`src/rtl/pw_pkg.sv`:
```
package pw_pkg;
  localparam int IX_COLOR    = 0;
  localparam int IX_COLOR_EN = 1;
  localparam int IX_ROTFN    = 3;
  localparam int IX_MODE     = 5;
  localparam int IX_MASK     = 8;

  typedef enum logic [1:0] {
    WM_ALU     = 2'd0,
    WM_COPY    = 2'd1,
    WM_FILL    = 2'd2,
    WM_PATTERN = 2'd3
  } wmode_e;

  typedef enum logic [1:0] {
    FN_PASS = 2'd0,
    FN_AND  = 2'd1,
    FN_OR   = 2'd2,
    FN_XOR  = 2'd3
  } lfn_e;
endpackage

```
`src/rtl/pw_ctrl_regs.sv`:
```
module pw_ctrl_regs #(
  parameter int DATA_W = 8,
  parameter int PLANES = 4,
  parameter int IDX_W  = 4,
  localparam int ROT_W = $clog2(DATA_W)
) (
  input  logic              clk,
  input  logic              rst_n,
  input  logic              wr,
  input  logic              sel,
  input  logic [DATA_W-1:0] wdata,
  output logic [DATA_W-1:0] rdata,
  output logic [PLANES-1:0] color,
  output logic [PLANES-1:0] color_en,
  output logic [ROT_W-1:0]  rot_amt,
  output logic [1:0]        fn_sel,
  output logic [1:0]        mode_sel,
  output logic [DATA_W-1:0] bmask
);
  logic [IDX_W-1:0]  idx_q, idx_d;
  logic [PLANES-1:0] col_q, col_d, cen_q, cen_d;
  logic [DATA_W-1:0] rfn_q, rfn_d, mod_q, mod_d, msk_q, msk_d;
  logic              idx_ok;

  always_comb begin
    idx_ok = 1'b0;
    case (idx_q)
      IDX_W'(pw_pkg::IX_COLOR), IDX_W'(pw_pkg::IX_COLOR_EN),
      IDX_W'(pw_pkg::IX_ROTFN), IDX_W'(pw_pkg::IX_MODE),
      IDX_W'(pw_pkg::IX_MASK): idx_ok = 1'b1;
      default: idx_ok = 1'b0;
    endcase
  end

  always_comb begin
    idx_d = idx_q;
    col_d = col_q;
    cen_d = cen_q;
    rfn_d = rfn_q;
    mod_d = mod_q;
    msk_d = msk_q;
    if (wr && !sel) idx_d = wdata[IDX_W-1:0];
    if (wr && sel) begin
      case (idx_q)
        IDX_W'(pw_pkg::IX_COLOR):    col_d = wdata[PLANES-1:0];
        IDX_W'(pw_pkg::IX_COLOR_EN): cen_d = wdata[PLANES-1:0];
        IDX_W'(pw_pkg::IX_ROTFN):    rfn_d = wdata;
        IDX_W'(pw_pkg::IX_MODE):     mod_d = wdata;
        IDX_W'(pw_pkg::IX_MASK):     msk_d = wdata;
        default: ;
      endcase
    end
  end

  always_ff @(posedge clk or negedge rst_n) begin
    if (!rst_n) begin
      idx_q <= '0;
      col_q <= '0;
      cen_q <= '0;
      rfn_q <= '0;
      mod_q <= '0;
      msk_q <= '0;
    end else begin
      idx_q <= idx_d;
      col_q <= col_d;
      cen_q <= cen_d;
      rfn_q <= rfn_d;
      mod_q <= mod_d;
      msk_q <= msk_d;
    end
  end

  always_comb begin
    rdata = '0;
    if (!sel) begin
      rdata = {{(DATA_W-IDX_W){1'b0}}, idx_q};
    end else begin
      case (idx_q)
        IDX_W'(pw_pkg::IX_COLOR):    rdata = {{(DATA_W-PLANES){1'b0}}, col_q};
        IDX_W'(pw_pkg::IX_COLOR_EN): rdata = {{(DATA_W-PLANES){1'b0}}, cen_q};
        IDX_W'(pw_pkg::IX_ROTFN):    rdata = rfn_q;
        IDX_W'(pw_pkg::IX_MODE):     rdata = mod_q;
        IDX_W'(pw_pkg::IX_MASK):     rdata = msk_q;
        default:                     rdata = '0;
      endcase
    end
  end

  assign color    = col_q;
  assign color_en = cen_q;
  assign rot_amt  = rfn_q[ROT_W-1:0];
  assign fn_sel   = rfn_q[ROT_W+1:ROT_W];
  assign mode_sel = mod_q[1:0];
  assign bmask    = msk_q;

  // the index port keeps only its low bits
  p_index_low_r1: assert property (@(posedge clk) disable iff (!rst_n)
    (wr && !sel) |=> (idx_q == $past(wdata[IDX_W-1:0])));

  // a data write to an unused index leaves every register as it was
  p_unused_idx_r3: assert property (@(posedge clk) disable iff (!rst_n)
    (wr && sel && !idx_ok) |=> (col_q == $past(col_q) && cen_q == $past(cen_q) &&
      rfn_q == $past(rfn_q) && mod_q == $past(mod_q) && msk_q == $past(msk_q)));
endmodule

```
`src/rtl/pw_rotator.sv`:
```
module pw_rotator #(
  parameter int DATA_W = 8,
  localparam int ROT_W = $clog2(DATA_W)
) (
  input  logic [DATA_W-1:0] din,
  input  logic [ROT_W-1:0]  amt,
  output logic [DATA_W-1:0] dout
);
  logic [2*DATA_W-1:0] dbl;

  always_comb begin
    dbl  = {din, din} >> amt;
    dout = dbl[DATA_W-1:0];
  end
endmodule

```
`src/rtl/pw_plane_lane.sv`:
```
module pw_plane_lane #(
  parameter int DATA_W = 8
) (
  input  logic              clk,
  input  logic              rst_n,
  input  pw_pkg::wmode_e    mode,
  input  pw_pkg::lfn_e      fn,
  input  logic              cpu_bit,
  input  logic [DATA_W-1:0] rot,
  input  logic [DATA_W-1:0] latch,
  input  logic [DATA_W-1:0] bmask,
  input  logic              col_bit,
  input  logic              col_en,
  output logic [DATA_W-1:0] dout
);
  import pw_pkg::*;

  logic [DATA_W-1:0] src, alu, pat;

  always_comb begin
    src = col_en ? {DATA_W{col_bit}} : rot;
    if (mode == WM_FILL) src = {DATA_W{cpu_bit}};
    case (fn)
      FN_AND:  alu = src & latch;
      FN_OR:   alu = src | latch;
      FN_XOR:  alu = src ^ latch;
      default: alu = src;
    endcase
    pat = rot & bmask;
    case (mode)
      WM_COPY:    dout = latch;
      WM_PATTERN: dout = (pat & {DATA_W{col_bit}}) | (latch & ~pat);
      default:    dout = (alu & bmask) | (latch & ~bmask);
    endcase
  end

  // copy mode passes the latch unchanged
  p_copy_latch_r5: assert property (@(posedge clk) disable iff (!rst_n)
    (mode == WM_COPY) |-> (dout == latch));

  // masked-off positions hold the latch bit in modes 0 and 2
  p_mask_hold_r10: assert property (@(posedge clk) disable iff (!rst_n)
    (mode == WM_ALU || mode == WM_FILL) |-> (((dout ^ latch) & ~bmask) == '0));

  // fill mode with pass function and full mask gives a replicated CPU bit
  p_fill_rep_r8: assert property (@(posedge clk) disable iff (!rst_n)
    (mode == WM_FILL && fn == FN_PASS && bmask == '1) |-> (dout == {DATA_W{cpu_bit}}));

  // pattern mode changes only positions selected by rotated data and mask
  p_pattern_keep_r9: assert property (@(posedge clk) disable iff (!rst_n)
    (mode == WM_PATTERN) |-> (((dout ^ latch) & ~(rot & bmask)) == '0));
endmodule

```
`src/rtl/planar_write_path.sv`:
```
module planar_write_path #(
  parameter int DATA_W = 8,
  parameter int PLANES = 4,
  parameter int IDX_W  = 4,
  localparam int ROT_W = $clog2(DATA_W),
  localparam int BUS_W = DATA_W * PLANES
) (
  input  logic              clk,
  input  logic              rst_n,
  input  logic              cfg_wr,
  input  logic              cfg_sel,
  input  logic [DATA_W-1:0] cfg_wdata,
  output logic [DATA_W-1:0] cfg_rdata,
  input  logic              cpu_we,
  input  logic [DATA_W-1:0] cpu_data,
  input  logic [BUS_W-1:0]  latch_in,
  input  logic [PLANES-1:0] plane_en,
  output logic [BUS_W-1:0]  plane_data,
  output logic [PLANES-1:0] plane_we
);
  logic [1:0]        rst_sync;
  logic              rst_s;
  logic [PLANES-1:0] color, color_en;
  logic [ROT_W-1:0]  rot_amt;
  logic [1:0]        fn_sel, mode_sel;
  logic [DATA_W-1:0] bmask, rot_data;

  always_ff @(posedge clk or negedge rst_n) begin
    if (!rst_n) rst_sync <= 2'b00;
    else        rst_sync <= {rst_sync[0], 1'b1};
  end
  assign rst_s = rst_sync[1];

  pw_ctrl_regs #(.DATA_W(DATA_W), .PLANES(PLANES), .IDX_W(IDX_W)) u_regs (
    .clk(clk), .rst_n(rst_s), .wr(cfg_wr), .sel(cfg_sel), .wdata(cfg_wdata),
    .rdata(cfg_rdata), .color(color), .color_en(color_en), .rot_amt(rot_amt),
    .fn_sel(fn_sel), .mode_sel(mode_sel), .bmask(bmask)
  );

  pw_rotator #(.DATA_W(DATA_W)) u_rot (
    .din(cpu_data), .amt(rot_amt), .dout(rot_data)
  );

  for (genvar p = 0; p < PLANES; p++) begin : g_lane
    pw_plane_lane #(.DATA_W(DATA_W)) u_lane (
      .clk(clk), .rst_n(rst_s),
      .mode(pw_pkg::wmode_e'(mode_sel)), .fn(pw_pkg::lfn_e'(fn_sel)),
      .cpu_bit(cpu_data[p]), .rot(rot_data),
      .latch(latch_in[p*DATA_W +: DATA_W]), .bmask(bmask),
      .col_bit(color[p]), .col_en(color_en[p]),
      .dout(plane_data[p*DATA_W +: DATA_W])
    );
  end

  always_comb plane_we = plane_en & {PLANES{cpu_we}};

  // no strobe without a CPU write
  p_no_idle_strobe_r4: assert property (@(posedge clk) disable iff (!rst_s)
    !cpu_we |-> (plane_we == '0));

  // a disabled plane is never strobed
  p_no_masked_strobe_r4: assert property (@(posedge clk) disable iff (!rst_s)
    ((plane_we & ~plane_en) == '0));
endmodule

```
`config.mk`:
```
export PLATFORM = sky130hd
export DESIGN_NAME = planar_write_path
export DESIGN_NICKNAME = d
export VERILOG_FILES = /design/src/rtl/pw_pkg.sv /design/src/rtl/pw_ctrl_regs.sv /design/src/rtl/pw_rotator.sv /design/src/rtl/pw_plane_lane.sv /design/src/rtl/planar_write_path.sv
export SDC_FILE = /design/constraint.sdc
export NUM_CORES = 1
export LEC_CHECK = 0
export BUFFER_PORTS_ARGS = -buffer_cell sky130_fd_sc_hd__buf_2
export CAP_MARGIN = 20
export CELL_PAD_IN_SITES_DETAIL_PLACEMENT = 0
export CELL_PAD_IN_SITES_GLOBAL_PLACEMENT = 1
export CORE_AREA = 3 3 125 127
export CTS_CLUSTER_DIAMETER = 50
export DETAILED_ROUTE_END_ITERATION = 8
export DIE_AREA = 0 0 128 130
export PLACE_DENSITY = 0.87
export SYNTH_ARGS = -nofsm -noshare
export SYNTH_HDL_FRONTEND = slang
export SYNTH_SLANG_ARGS = --single-unit
```
`constraint.sdc`:
```
create_clock -name clk -period 4.6 [get_ports clk]
set_input_delay 1.15 -clock clk [delete_from_list [all_inputs] [get_ports clk]]
set_output_delay 1.15 -clock clk [all_outputs]
set_load 0.02 [all_outputs]
```
==> results.yml, run 1 <==
run_status:
  outcome: "completed"
sta:
  final_period_minus_worst_setup_slack_ns: 4.59
  timing.final.max_slew_violations: 0
  layout_worst_path_cycle_share_pct: 99.8
  grt_setup_unrepaired: "yes"
  final.setup_skew_ns: 0.00377
  finalHoldViolations: 0
  maxSlewHeadroom_pct: 31.3
  timing_worst_slew_pin_value_ns: 1.02
  fmaxAchievable_mhz: 218
  final-setup-viol-count: 0
yosys:
  post_synth_fa_ha_maj_area_fraction_pct: 13.8
  mean_post_synth_cell_area_um2: 7.76
  sequential_share_of_the_synthesized_area_pct: 16.4
  synth-main-ff-cell: "sky130_fd_sc_hd__dfrtp_1"
  synth_simple_gate_area_share_pct: 19.7
  synth-compound-area-share_pct: 25.0
  largest_family_of_logic_cells_by_synthesized_area: "compound AO/OA/AOI/OAI gates"
  synth.ff_latch_count: 38
  ys_async_sr_fraction_pct: 100
  synth_fp_nets: 867
  mappedNetlistArea_um2: 5790
  synth.distinct_cells: 60
  synth_mux_area_share_pct: 16.5
  synthesis.yosys.warnings: 0
  synthesis.instances: 746
  synth_edf_count: 0
  synth_area_in_xor_xnor_pct: 0
detailed_routing:
  route.vias.total: 6044
  met2_wire_length_um: 9050
  route.final.wire_length_um: 20000
  remaining_drc_errors: 0
  number_of_antenna_violating_nets_in_the_routed_design: 0
  routed_via_density: 5.83
  highest_layer: "met4"
  met1_length_um: 9050
  wl_per_cell_um: 19.3
  dr.first_iter.drc_count: 584
  met3_routed_wirelength_um: 1400
  detail_route.first_pass.iterations: 5
critical_path:
  timing.critical_path.from: "cpu_data[7]"
  critical_r2r_capture: "u_regs.bmask[5]"
  reg2reg_from: "u_regs.idx_q[2]"
  setup.worst_path.class: "in2out"
  timing.critical_path.depth: 12
  cp_slowest_cell: "sky130_fd_sc_hd__mux4_2"
  critPathMaxStageDelay_ns: 0.64
  cp.arrival_ns: 3.44
  worst_setup_path_start_kind: "primary input"
  setup.worst_path.end_class: "primary output"
  timing.critical_path.max_delay_family: "multiplexers"
  worst-endpoint-required_ns: 3.45
  r2r.worst_path.cells: 4
  critical-path-top-cell-by-count: "sky130_fd_sc_hd__nand2_1"
  timing.reg2reg.setup_slack_ns: 2.36
  critical_path.n_buffers_inverters: 2
  cp_max_fo: 7
  crit_chain: "buf_8 > mux2i_4 > mux4_2 > nor2_2 > o21ai_2 > ha_1 > mux2i_1 > nand2_1 > nand2_1 > a221o_1 > a221oi_2 > buf_4"
  critical_path.endpoint: "plane_data[0]"
floorplan:
  core.rowCount: 44
  floorplan.die_area_um2: 16600
  initial_core_util_pct: 39.8
  dieHeight_um: 130
  chip_width_um: 128
  design.core.area_um2: 14500
  ioPinCount: 101
pwr:
  switching_power_w: 0.00277
  total_power_w: 0.00528
  pwr-share-clk_pct: 6.4
  leakage_nw: 3.52
  power-per-cell-area_nw_per_um2: 723
  power.switching_fraction_pct: 52.5
  power_report.internal_total_w: 0.00251
  p_comb_share_pct: 78.6
  share_seq_of_total_power_pct: 15.0
  vdd_ir_drop_max_mv: 0.339
global_routing:
  globalRoute.totalOverflow: 0
  number_of_global_route_vias_before_repair: 5529
  grt_antenna_before_repair: 0
  grt_pass1_wl_um: 30300
  grt_max_degree: 57
  grt_use_total_pct: 23.1
job:
  maxCapViolations: 0
cells_and_area:
  postLayoutCoreUtil_pct: 50.3
  layout.filler_cells: 1424
  nNetsFinal: 972
  post_route_cells_drive_above_1_share_pct: 32.3
  area_growth_pct: 26.3
  antenna_cells_inserted: 0
  most_used_cells_in_the_layout_excluding_fill_and_tap_cells: "sky130_fd_sc_hd__nand2_1 (70), sky130_fd_sc_hd__buf_2 (70), sky130_fd_sc_hd__buf_4 (68), sky130_fd_sc_hd__ha_1 (64), sky130_fd_sc_hd__inv_1 (63)"
cts:
  cts_tree: "done"
  clk_latency_worst_skew_pair_ns: 0.28
  cts.clk_slew.worst_paths_ns: 0.05
  clock_sink_count: 38
  cts_root_buffer: "sky130_fd_sc_hd__clkbuf_16"
  cts_buffers: 5
  cts.htree.levels: 2
  cts.path.max_buffers: 2
placed_design:
  detailed_place_hpwl_um: 14400
  gp_routability_congestion: 0.924
  place.port_buffers: 100
worst_hold_path:
  holdCritPathClass: "reg2async"
worst register-to-register path: stages (launching register included):
cell,delay (ns)
sky130_fd_sc_hd__dfrtp_1,0.52
sky130_fd_sc_hd__nor2_1,0.35
sky130_fd_sc_hd__and2_1,0.28
sky130_fd_sc_hd__and2_0,0.56
sky130_fd_sc_hd__mux2_2,0.41
area by class of cell:
type / instances / area [um^2] / share of cell area, %
clock inverters: 1 / 5.00 / 0.0685
repair buffers: 156 / 1090 / 14.9
multi-input cells: 586 / 4650 / 63.6
flip-flops and latches: 38 / 953 / 13.0
clock buffers: 7 / 143 / 1.95
well taps: 184 / 230 / 3.15
inverters: 64 / 240 / 3.29
cell usage after synthesis, types with 4 or more instances:
master,number,share of area (%)
sky130_fd_sc_hd__mux4_2,5,1.9
sky130_fd_sc_hd__o21ai_0,49,4.2
sky130_fd_sc_hd__or3b_2,4,0.61
sky130_fd_sc_hd__o211ai_1,5,0.65
sky130_fd_sc_hd__inv_1,63,4.1
sky130_fd_sc_hd__a22o_1,5,0.76
sky130_fd_sc_hd__and3_1,4,0.43
sky130_fd_sc_hd__a221o_1,10,1.7
sky130_fd_sc_hd__a21oi_1,46,4.0
sky130_fd_sc_hd__mux2i_1,41,7.1
sky130_fd_sc_hd__nand2b_1,21,2.3
sky130_fd_sc_hd__clkbuf_1,37,2.4
sky130_fd_sc_hd__nand2_1,70,4.5
sky130_fd_sc_hd__o311ai_0,4,0.61
sky130_fd_sc_hd__and2_1,10,1.1
sky130_fd_sc_hd__nor3_1,5,0.43
sky130_fd_sc_hd__buf_2,8,0.69
sky130_fd_sc_hd__a22oi_1,8,1.0
sky130_fd_sc_hd__o31ai_1,6,0.78
sky130_fd_sc_hd__buf_1,9,0.58
sky130_fd_sc_hd__o22a_1,4,0.61
sky130_fd_sc_hd__o21a_1,12,1.6
sky130_fd_sc_hd__a31oi_1,11,1.2
sky130_fd_sc_hd__a221oi_1,14,2.1
sky130_fd_sc_hd__a221oi_2,4,1.0
sky130_fd_sc_hd__mux2_2,37,7.2
sky130_fd_sc_hd__nor3b_1,16,2.1
sky130_fd_sc_hd__nand3_1,6,0.52
sky130_fd_sc_hd__nor2b_1,9,0.97
sky130_fd_sc_hd__a211oi_1,5,0.65
sky130_fd_sc_hd__nor2_1,67,4.3
sky130_fd_sc_hd__ha_1,64,14
sky130_fd_sc_hd__a21o_1,8,1.0
sky130_fd_sc_hd__dfrtp_1,38,16
routing by layer:
metal / track usage [%] / vias up
li1: - / 2861
met1: 32.3 / 2921
met2: 36.0 / 232
met3: 3.48 / 30
met4: 8.61 / 0
met5: 0 / -
state kept, by name (all words and copies together), names as in the netlist:
register / count
u_regs.color_en: 4
u_regs.rfn_q: 8
u_regs.bmask: 8
u_regs.idx_q: 4
u_regs.mod_q: 8
u_regs.color: 4
rst_sync: 2
cell families (layout without fill, tap and decap cells):
logic type	after synthesis	count (layout)
compound gates	209	209
fa+ha+maj	64	64
buf+inv	122	228
flops	38	38
mux	84	84
other cells	1	1
simple gates	228	228
power groups by stage:
stage | clock (W) | sequential (W) | combinational, W
after global placement | 0 | 0.000747 | 0.00358
final | 0.000340 | 0.000791 | 0.00415
after floorplan | 0 | 0.000545 | 0.00268
after global routing | 0.000363 | 0.000817 | 0.00455
after CTS | 0.000346 | 0.000757 | 0.00380
after detailed placement | 0 | 0.000752 | 0.00364
how the worst min path moves through the flow:
stage	endpoint	slack, ns	cells after the start
2_1_floorplan	rst_sync[1]	0.33	0
3_3_place_gp	u_regs.rfn_q[5]	0.29	1
3_5_place_dp	u_regs.rfn_q[7]	0.30	1
4_1_cts	u_regs.rfn_q[5]	0.30	1
5_1_grt	u_regs.rfn_q[5]	0.35	1
6_report	u_regs.rfn_q[6]	0.28	1
through the flow:
stage	TNS (ns)	setup WS, ns	instances	hold WS [ns]	area, um^2
2_1_floorplan	0	0.0410	746	0.331	5790
3_3_place_gp	-1.29	-0.206	1019	0.294	6640
3_5_place_dp	-1.97	-0.253	1019	0.297	6640
4_1_cts	0	0.00108	1031	0.303	6970
5_1_grt	-1.11	-0.100	1036	0.355	7310
6_report	0	0.0103	1036	0.283	7310
what timing repair did:
| action | 4_1_cts | 5_1_grt |
|---|---|---|
| setup buffers | 4 | 5 |
| gates resized for setup | 44 | 97 |
| pin swaps | 8 | 37 |
| hold endpoints to repair | 0 | 0 |
| hold buffers | 0 | 0 |
| setup endpoints to repair | 22 | 32 |
Note: power is estimated with default switching activity, not from simulation.
==> run 2, diff against run 1 <==
--- a/config.mk
+++ b/config.mk
@@ -9,10 +9,10 @@
 export CAP_MARGIN = 20
 export CELL_PAD_IN_SITES_DETAIL_PLACEMENT = 0
 export CELL_PAD_IN_SITES_GLOBAL_PLACEMENT = 1
-export CORE_AREA = 3 3 125 127
+export CORE_AREA = 3 3 114 138
 export CTS_CLUSTER_DIAMETER = 50
 export DETAILED_ROUTE_END_ITERATION = 8
-export DIE_AREA = 0 0 128 130
+export DIE_AREA = 0 0 117 141
 export PLACE_DENSITY = 0.87
 export SYNTH_ARGS = -nofsm -noshare
 export SYNTH_HDL_FRONTEND = slang
==> constraint.sdc (replaced) <==
create_clock -name clk -period 4.55 [get_ports clk]
set_input_delay 1.1375 -clock clk [delete_from_list [all_inputs] [get_ports clk]]
set_output_delay 1.1375 -clock clk [all_outputs]
set_load 0.02 [all_outputs]
==> results.yml, run 2 (same netlist as run 1, synthesis figures left out) <==
placed_design:
  pre_cts_ws_ns: -0.261
  detailed_place_hpwl_um: 14500
  post-place-cells: 1005
  place.port_buffers: 100
  gp_routability_congestion: 0.892
  placed_area_um2: 6570
sta:
  timing_worst_slew_pin_value_ns: 1.01
  maxSlewHeadroom_pct: 31.7
  final.setup.worst_slack_ns: -0.120
  final.setup_skew_ns: 0.00417
  grt_setup_unrepaired: "yes"
  final-setup-viol-count: 15
  hold_ws_ns: 0.286
  layout_worst_path_cycle_share_pct: 103
  finalHoldViolations: 0
  final_period_minus_worst_setup_slack_ns: 4.67
  timing.final.max_slew_violations: 0
  fmaxAchievable_mhz: 214
cts:
  cts_root_buffer: "sky130_fd_sc_hd__clkbuf_16"
  cts_buffers: 5
  cts.clk_slew.worst_paths_ns: 0.05
  cts.path.max_buffers: 2
  cts.htree.levels: 2
  cts_tree: "done"
  clk_latency_worst_skew_pair_ns: 0.28
  clock_sink_count: 38
job:
  maxCapViolations: 0
global_routing:
  gr-usage-met2_pct: 39.6
  grt_use_total_pct: 23.3
  grt_use_met1_pct: 30.5
  grt_max_degree: 57
  number_of_global_route_vias_before_repair: 5763
  grt_most_used_layer: "met2"
  groute.layer.met3.usage_pct: 2.36
  grt_antenna_before_repair: 0
  globalRoute.totalOverflow: 0
  grt_pass1_wl_um: 30500
floorplan:
  chip_width_um: 117
  ioPinCount: 101
  dieHeight_um: 141
  initial_core_util_pct: 40.2
  floorplan.die_area_um2: 16500
  core.rowCount: 48
  design.core.area_um2: 14400
cells_and_area:
  area_growth_pct: 23.8
  nNetsFinal: 967
  most_used_cells_in_the_layout_excluding_fill_and_tap_cells: "sky130_fd_sc_hd__nand2_1 (70), sky130_fd_sc_hd__buf_2 (69), sky130_fd_sc_hd__ha_1 (64), sky130_fd_sc_hd__inv_1 (63), sky130_fd_sc_hd__buf_4 (63)"
  layout.filler_cells: 1407
  post_route_cells_drive_above_1_share_pct: 30.9
  mostFrequentLayoutCell: "sky130_fd_sc_hd__nand2_1"
  final_cell_area_excluding_filler_cells_um2: 7170
  antenna_cells_inserted: 0
  postLayoutCoreUtil_pct: 49.7
  layoutNonFillerInstCount: 1022
critical_path:
  setup.worst_path.class: "in2out"
  cp_max_fo: 7
  timing.reg2reg.setup_slack_ns: 2.29
  cp_slowest_cell: "sky130_fd_sc_hd__mux4_2"
  worst-endpoint-required_ns: 3.41
  setup.worst_path.end_class: "primary output"
  crit_chain: "buf_8 > mux2i_2 > buf_4 > mux4_2 > nor2_1 > o21ai_1 > ha_1 > mux2i_1 > nand2_1 > nand2_1 > a221o_1 > a221oi_2 > buf_4"
  cp.arrival_ns: 3.53
  worst_setup_path_start_kind: "primary input"
  critPathMaxStageDelay_ns: 0.57
run_status:
  outcome: "finished, violations left"
  violations: "negative setup slack"
detailed_routing:
  dr.first_iter.drc_count: 470
  routed_via_density: 5.90
  remaining_drc_errors: 0
  detail_route.first_pass.iterations: 5
  number_of_antenna_violating_nets_in_the_routed_design: 0
  route.vias.total: 6026
  route.final.wire_length_um: 19600
  wl_per_cell_um: 19.1
pwr:
  power-per-cell-area_nw_per_um2: 728
  vdd_ir_drop_max_mv: 0.344
  leakage_nw: 3.48
worst_hold_path:
  holdCritPathClass: "reg2async"
## run 2: cell count changes in the layout (fill, tap and decap cells not counted), sizes merged
cell and change:
clkbuf +1, buf -6
## run 2: per-layer routing
metal	part of all wire, %	up-vias
met4	3.6	0
li1	-	2846
met3	6.4	46
met1	41	2882
met5	0	-
met2	49	252
## run 2: path summary, 6_finish.rpt
check                                 from              end  cells past startpoint
min                            rst_sync[1]  u_regs.bmask[7]                      1
max in group asynchronous            rst_n      rst_sync[1]                      1
max                            cpu_data[3]   plane_data[16]                     13
min in group clk               rst_sync[0]      rst_sync[1]                      0
max reg2reg                u_regs.idx_q[3]  u_regs.rfn_q[3]                      4
min reg2reg                    rst_sync[1]  u_regs.bmask[7]                      1
## run 2: power by group
part	total, W	leakage (nW)	internal [W]	switching [W]
clock	0.000345	0.0739	0.000217	0.000128
combinational	0.00413	2.94	0.00178	0.00234
sequential	0.000745	0.468	0.000463	0.000282
## run 2: layout make-up
cell class                      count  area [um^2]  area share, %
Clock inverter                      1         5.00         0.0698
Clock buffer                        7          143           1.99
Timing Repair Buffer              151         1050           14.6
Inverter                           64          240           3.35
Tap cell                          175          219           3.06
Sequential cell                    38          953           13.3
Multi-Input combinational cell    586         4560           63.6
## run 2: repair_timing
| item | 4_1_cts | 5_1_grt |
|---|---|---|
| hold buffers | 0 | 0 |
| resized for setup | 49 | 67 |
| buffers inserted | 4 | 4 |
| pin swaps | 14 | 51 |
| endpoints found under the setup margin | 28 | 32 |
## run 2: per-stage QoR
stage / TNS, ns / power [W]
after floorplan: 0 / 0.00326
after global placement: -2.51 / 0.00433
after detailed placement: -3.20 / 0.00439
after CTS: -0.746 / 0.00495
after global routing: -3.44 / 0.00566
final: -0.530 / 0.00522
## run 2: worst max-delay path: cells and delay by family
kind / cells / cell delay [ns]
AOI/OAI and AO/OA: 3 / 0.68
adders and majority gates: 1 / 0.30
buffers and inverters: 3 / 0.44
muxes: 3 / 0.70
and+or+nand+nor: 3 / 0.28
==> run 3, diff against run 2 <==
--- a/config.mk
+++ b/config.mk
@@ -7,13 +7,13 @@
 export LEC_CHECK = 0
 export BUFFER_PORTS_ARGS = -buffer_cell sky130_fd_sc_hd__buf_2
 export CAP_MARGIN = 20
-export CELL_PAD_IN_SITES_DETAIL_PLACEMENT = 0
-export CELL_PAD_IN_SITES_GLOBAL_PLACEMENT = 1
-export CORE_AREA = 3 3 114 138
+export CELL_PAD_IN_SITES_DETAIL_PLACEMENT = 1
+export CELL_PAD_IN_SITES_GLOBAL_PLACEMENT = 2
+export CORE_AREA = 3 3 124 149
 export CTS_CLUSTER_DIAMETER = 50
 export DETAILED_ROUTE_END_ITERATION = 8
-export DIE_AREA = 0 0 117 141
-export PLACE_DENSITY = 0.87
+export DIE_AREA = 0 0 127 152
+export PLACE_DENSITY = 0.92
 export SYNTH_ARGS = -nofsm -noshare
 export SYNTH_HDL_FRONTEND = slang
 export SYNTH_SLANG_ARGS = --single-unit
==> results.yml, run 3 (same netlist as run 1, synthesis figures left out) <==
worst_hold_path:
  holdCritPathClass: "reg2async"
cts:
  cts_tree: "done"
  cts.path.max_buffers: 2
  cts_root_buffer: "sky130_fd_sc_hd__clkbuf_16"
  cts.htree.levels: 2
  hold_buffers: 0
  clock_sink_count: 38
  cts_buffers: 5
  clk_latency_worst_skew_pair_ns: 0.28
  cts.clk_slew.worst_paths_ns: 0.05
pwr:
  p_comb_share_pct: 79.9
  share_seq_of_total_power_pct: 13.7
  power_report.internal_total_w: 0.00255
  switching_power_w: 0.00292
  pwr-share-clk_pct: 6.5
  vdd_ir_drop_max_mv: 0.254
  power.switching_fraction_pct: 53.4
  power-per-cell-area_nw_per_um2: 744
  leakage_nw: 3.53
global_routing:
  globalRoute.totalOverflow: 0
  grt_use_total_pct: 22.5
  grt_max_degree: 57
  grt_antenna_before_repair: 1
  grt_pass1_wl_um: 35100
  number_of_global_route_vias_before_repair: 6270
critical_path:
  cp_max_fo: 7
  critPathMaxStageDelay_ns: 0.66
  reg2reg_from: "u_regs.idx_q[3]"
  critical_r2r_capture: "u_regs.rfn_q[3]"
  setup.worst_path.class: "in2out"
  r2r.worst_path.cells: 4
  critical-path-top-cell-by-count: "sky130_fd_sc_hd__nand2_1"
  worst_setup_path_start_kind: "primary input"
  timing.reg2reg.setup_slack_ns: 2.25
  cp_slowest_cell: "sky130_fd_sc_hd__mux4_2"
  cp.arrival_ns: 3.56
  worst-endpoint-required_ns: 3.41
  setup.worst_path.end_class: "primary output"
  crit_chain: "buf_8 > mux2i_4 > mux4_2 > nor2_2 > o21ai_0 > ha_1 > mux2i_1 > nand2_1 > nand2_1 > a221o_1 > a221oi_2 > buf_4"
floorplan:
  ioPinCount: 101
  floorplan.die_area_um2: 19300
  chip_width_um: 127
  design.core.area_um2: 17000
  initial_core_util_pct: 34.0
  core.rowCount: 52
  dieHeight_um: 152
detailed_routing:
  route.final.wire_length_um: 22600
  detail_route.first_pass.iterations: 5
  routed_via_density: 5.76
  route.vias.total: 6167
  number_of_antenna_violating_nets_in_the_routed_design: 0
  wl_per_cell_um: 21.1
  remaining_drc_errors: 0
  dr.first_iter.drc_count: 385
placed_design:
  place.port_buffers: 100
  pre_cts_ws_ns: -0.248
  gp_routability_congestion: 0.865
  detailed_place_hpwl_um: 16500
sta:
  final_period_minus_worst_setup_slack_ns: 4.69
  timing.final.max_slew_violations: 0
  grt_setup_unrepaired: "yes"
  finalHoldViolations: 0
  maxSlewHeadroom_pct: 28.9
  final-setup-viol-count: 13
  hold_ws_ns: 0.289
  final.setup_skew_ns: 0.00320
  final.setup.worst_slack_ns: -0.144
  timing_worst_slew_pin_value_ns: 1.05
  layout_worst_path_cycle_share_pct: 103
  fmaxAchievable_mhz: 213
cells_and_area:
  mostFrequentLayoutCell: "sky130_fd_sc_hd__buf_4"
  layout.filler_cells: 2070
  postLayoutCoreUtil_pct: 43.1
  post_route_cells_drive_above_1_share_pct: 32.7
  area_growth_pct: 26.9
  most_used_cells_in_the_layout_excluding_fill_and_tap_cells: "sky130_fd_sc_hd__buf_4 (72), sky130_fd_sc_hd__nand2_1 (70), sky130_fd_sc_hd__buf_2 (66), sky130_fd_sc_hd__ha_1 (64), sky130_fd_sc_hd__inv_1 (63)"
  nNetsFinal: 973
job:
  maxCapViolations: 0
run_status:
  outcome: "finished, violations left"
  violations: "negative setup slack"
run 3: layout make-up:
cell class                 instances  area, um^2  area share [%]
antenna                            1        2.50          0.0341
clock inverter                     1        5.00          0.0681
sequential                        38         953            13.0
multi-input combinational        586        4630            63.0
clock buffer                       7         143            1.94
timing repair buffer             157        1100            15.0
inverter                          64         240            3.27
tap                              216         270            3.68
run 3: routing by layer:
layer	global-route usage [%]	wire length (um)	up-vias
met5	0	0	-
met4	8.58	897	0
met3	1.90	848	45
met2	38.9	11200	160
met1	29.0	9610	3099
li1	-	-	2863
run 3: power groups by stage:
stage	combinational (W)	sequential, W	clock, W
floorplan	0.00271	0.000551	0
global placement	0.00371	0.000708	0
detailed placement	0.00381	0.000719	0
CTS	0.00409	0.000731	0.000355
global route	0.00475	0.000768	0.000373
finish	0.00437	0.000747	0.000354
run 3: worst max path at each step:
stage | from | end | slack, ns
final | cpu_data[7] | plane_data[16] | -0.14
after global routing | cpu_data[3] | plane_data[14] | -0.20
after CTS | cpu_data[3] | plane_data[20] | -0.07
after detailed placement | cpu_data[1] | plane_data[19] | -0.25
after global placement | cpu_data[1] | plane_data[19] | -0.19
after floorplan | cpu_data[2] | plane_data[27] | 0.02
run 3: repair_timing:
| item | 4_1_cts | 5_1_grt |
|---|---|---|
| setup endpoints to repair | 32 | 32 |
| endpoints found under the hold margin | 0 | 0 |
| resized for setup | 89 | 58 |
| pin swaps | 32 | 55 |
| buffers inserted | 5 | 4 |
run 3: worst max-delay path: cells and delay by family:
kind / cells / cell delay, ns
buffers and inverters: 2 / 0.29
adder cells (fa/ha/maj): 1 / 0.31
AND/OR/NAND/NOR: 3 / 0.29
multiplexers: 3 / 0.80
AO/OA/AOI/OAI: 3 / 0.71
run 3: per-stage QoR:
step / TNS [ns] / total power [W] / area, um^2 / cells
6_report: -0.636 / 0.00547 / 7350 / 1070
3_5_place_dp: -4.33 / 0.00453 / 6670 / 1052
5_1_grt: -3.22 / 0.00589 / 7350 / 1070
2_1_floorplan: 0 / 0.00326 / 5790 / 746
4_1_cts: -0.447 / 0.00518 / 7130 / 1065
3_3_place_gp: -2.94 / 0.00442 / 6670 / 1052
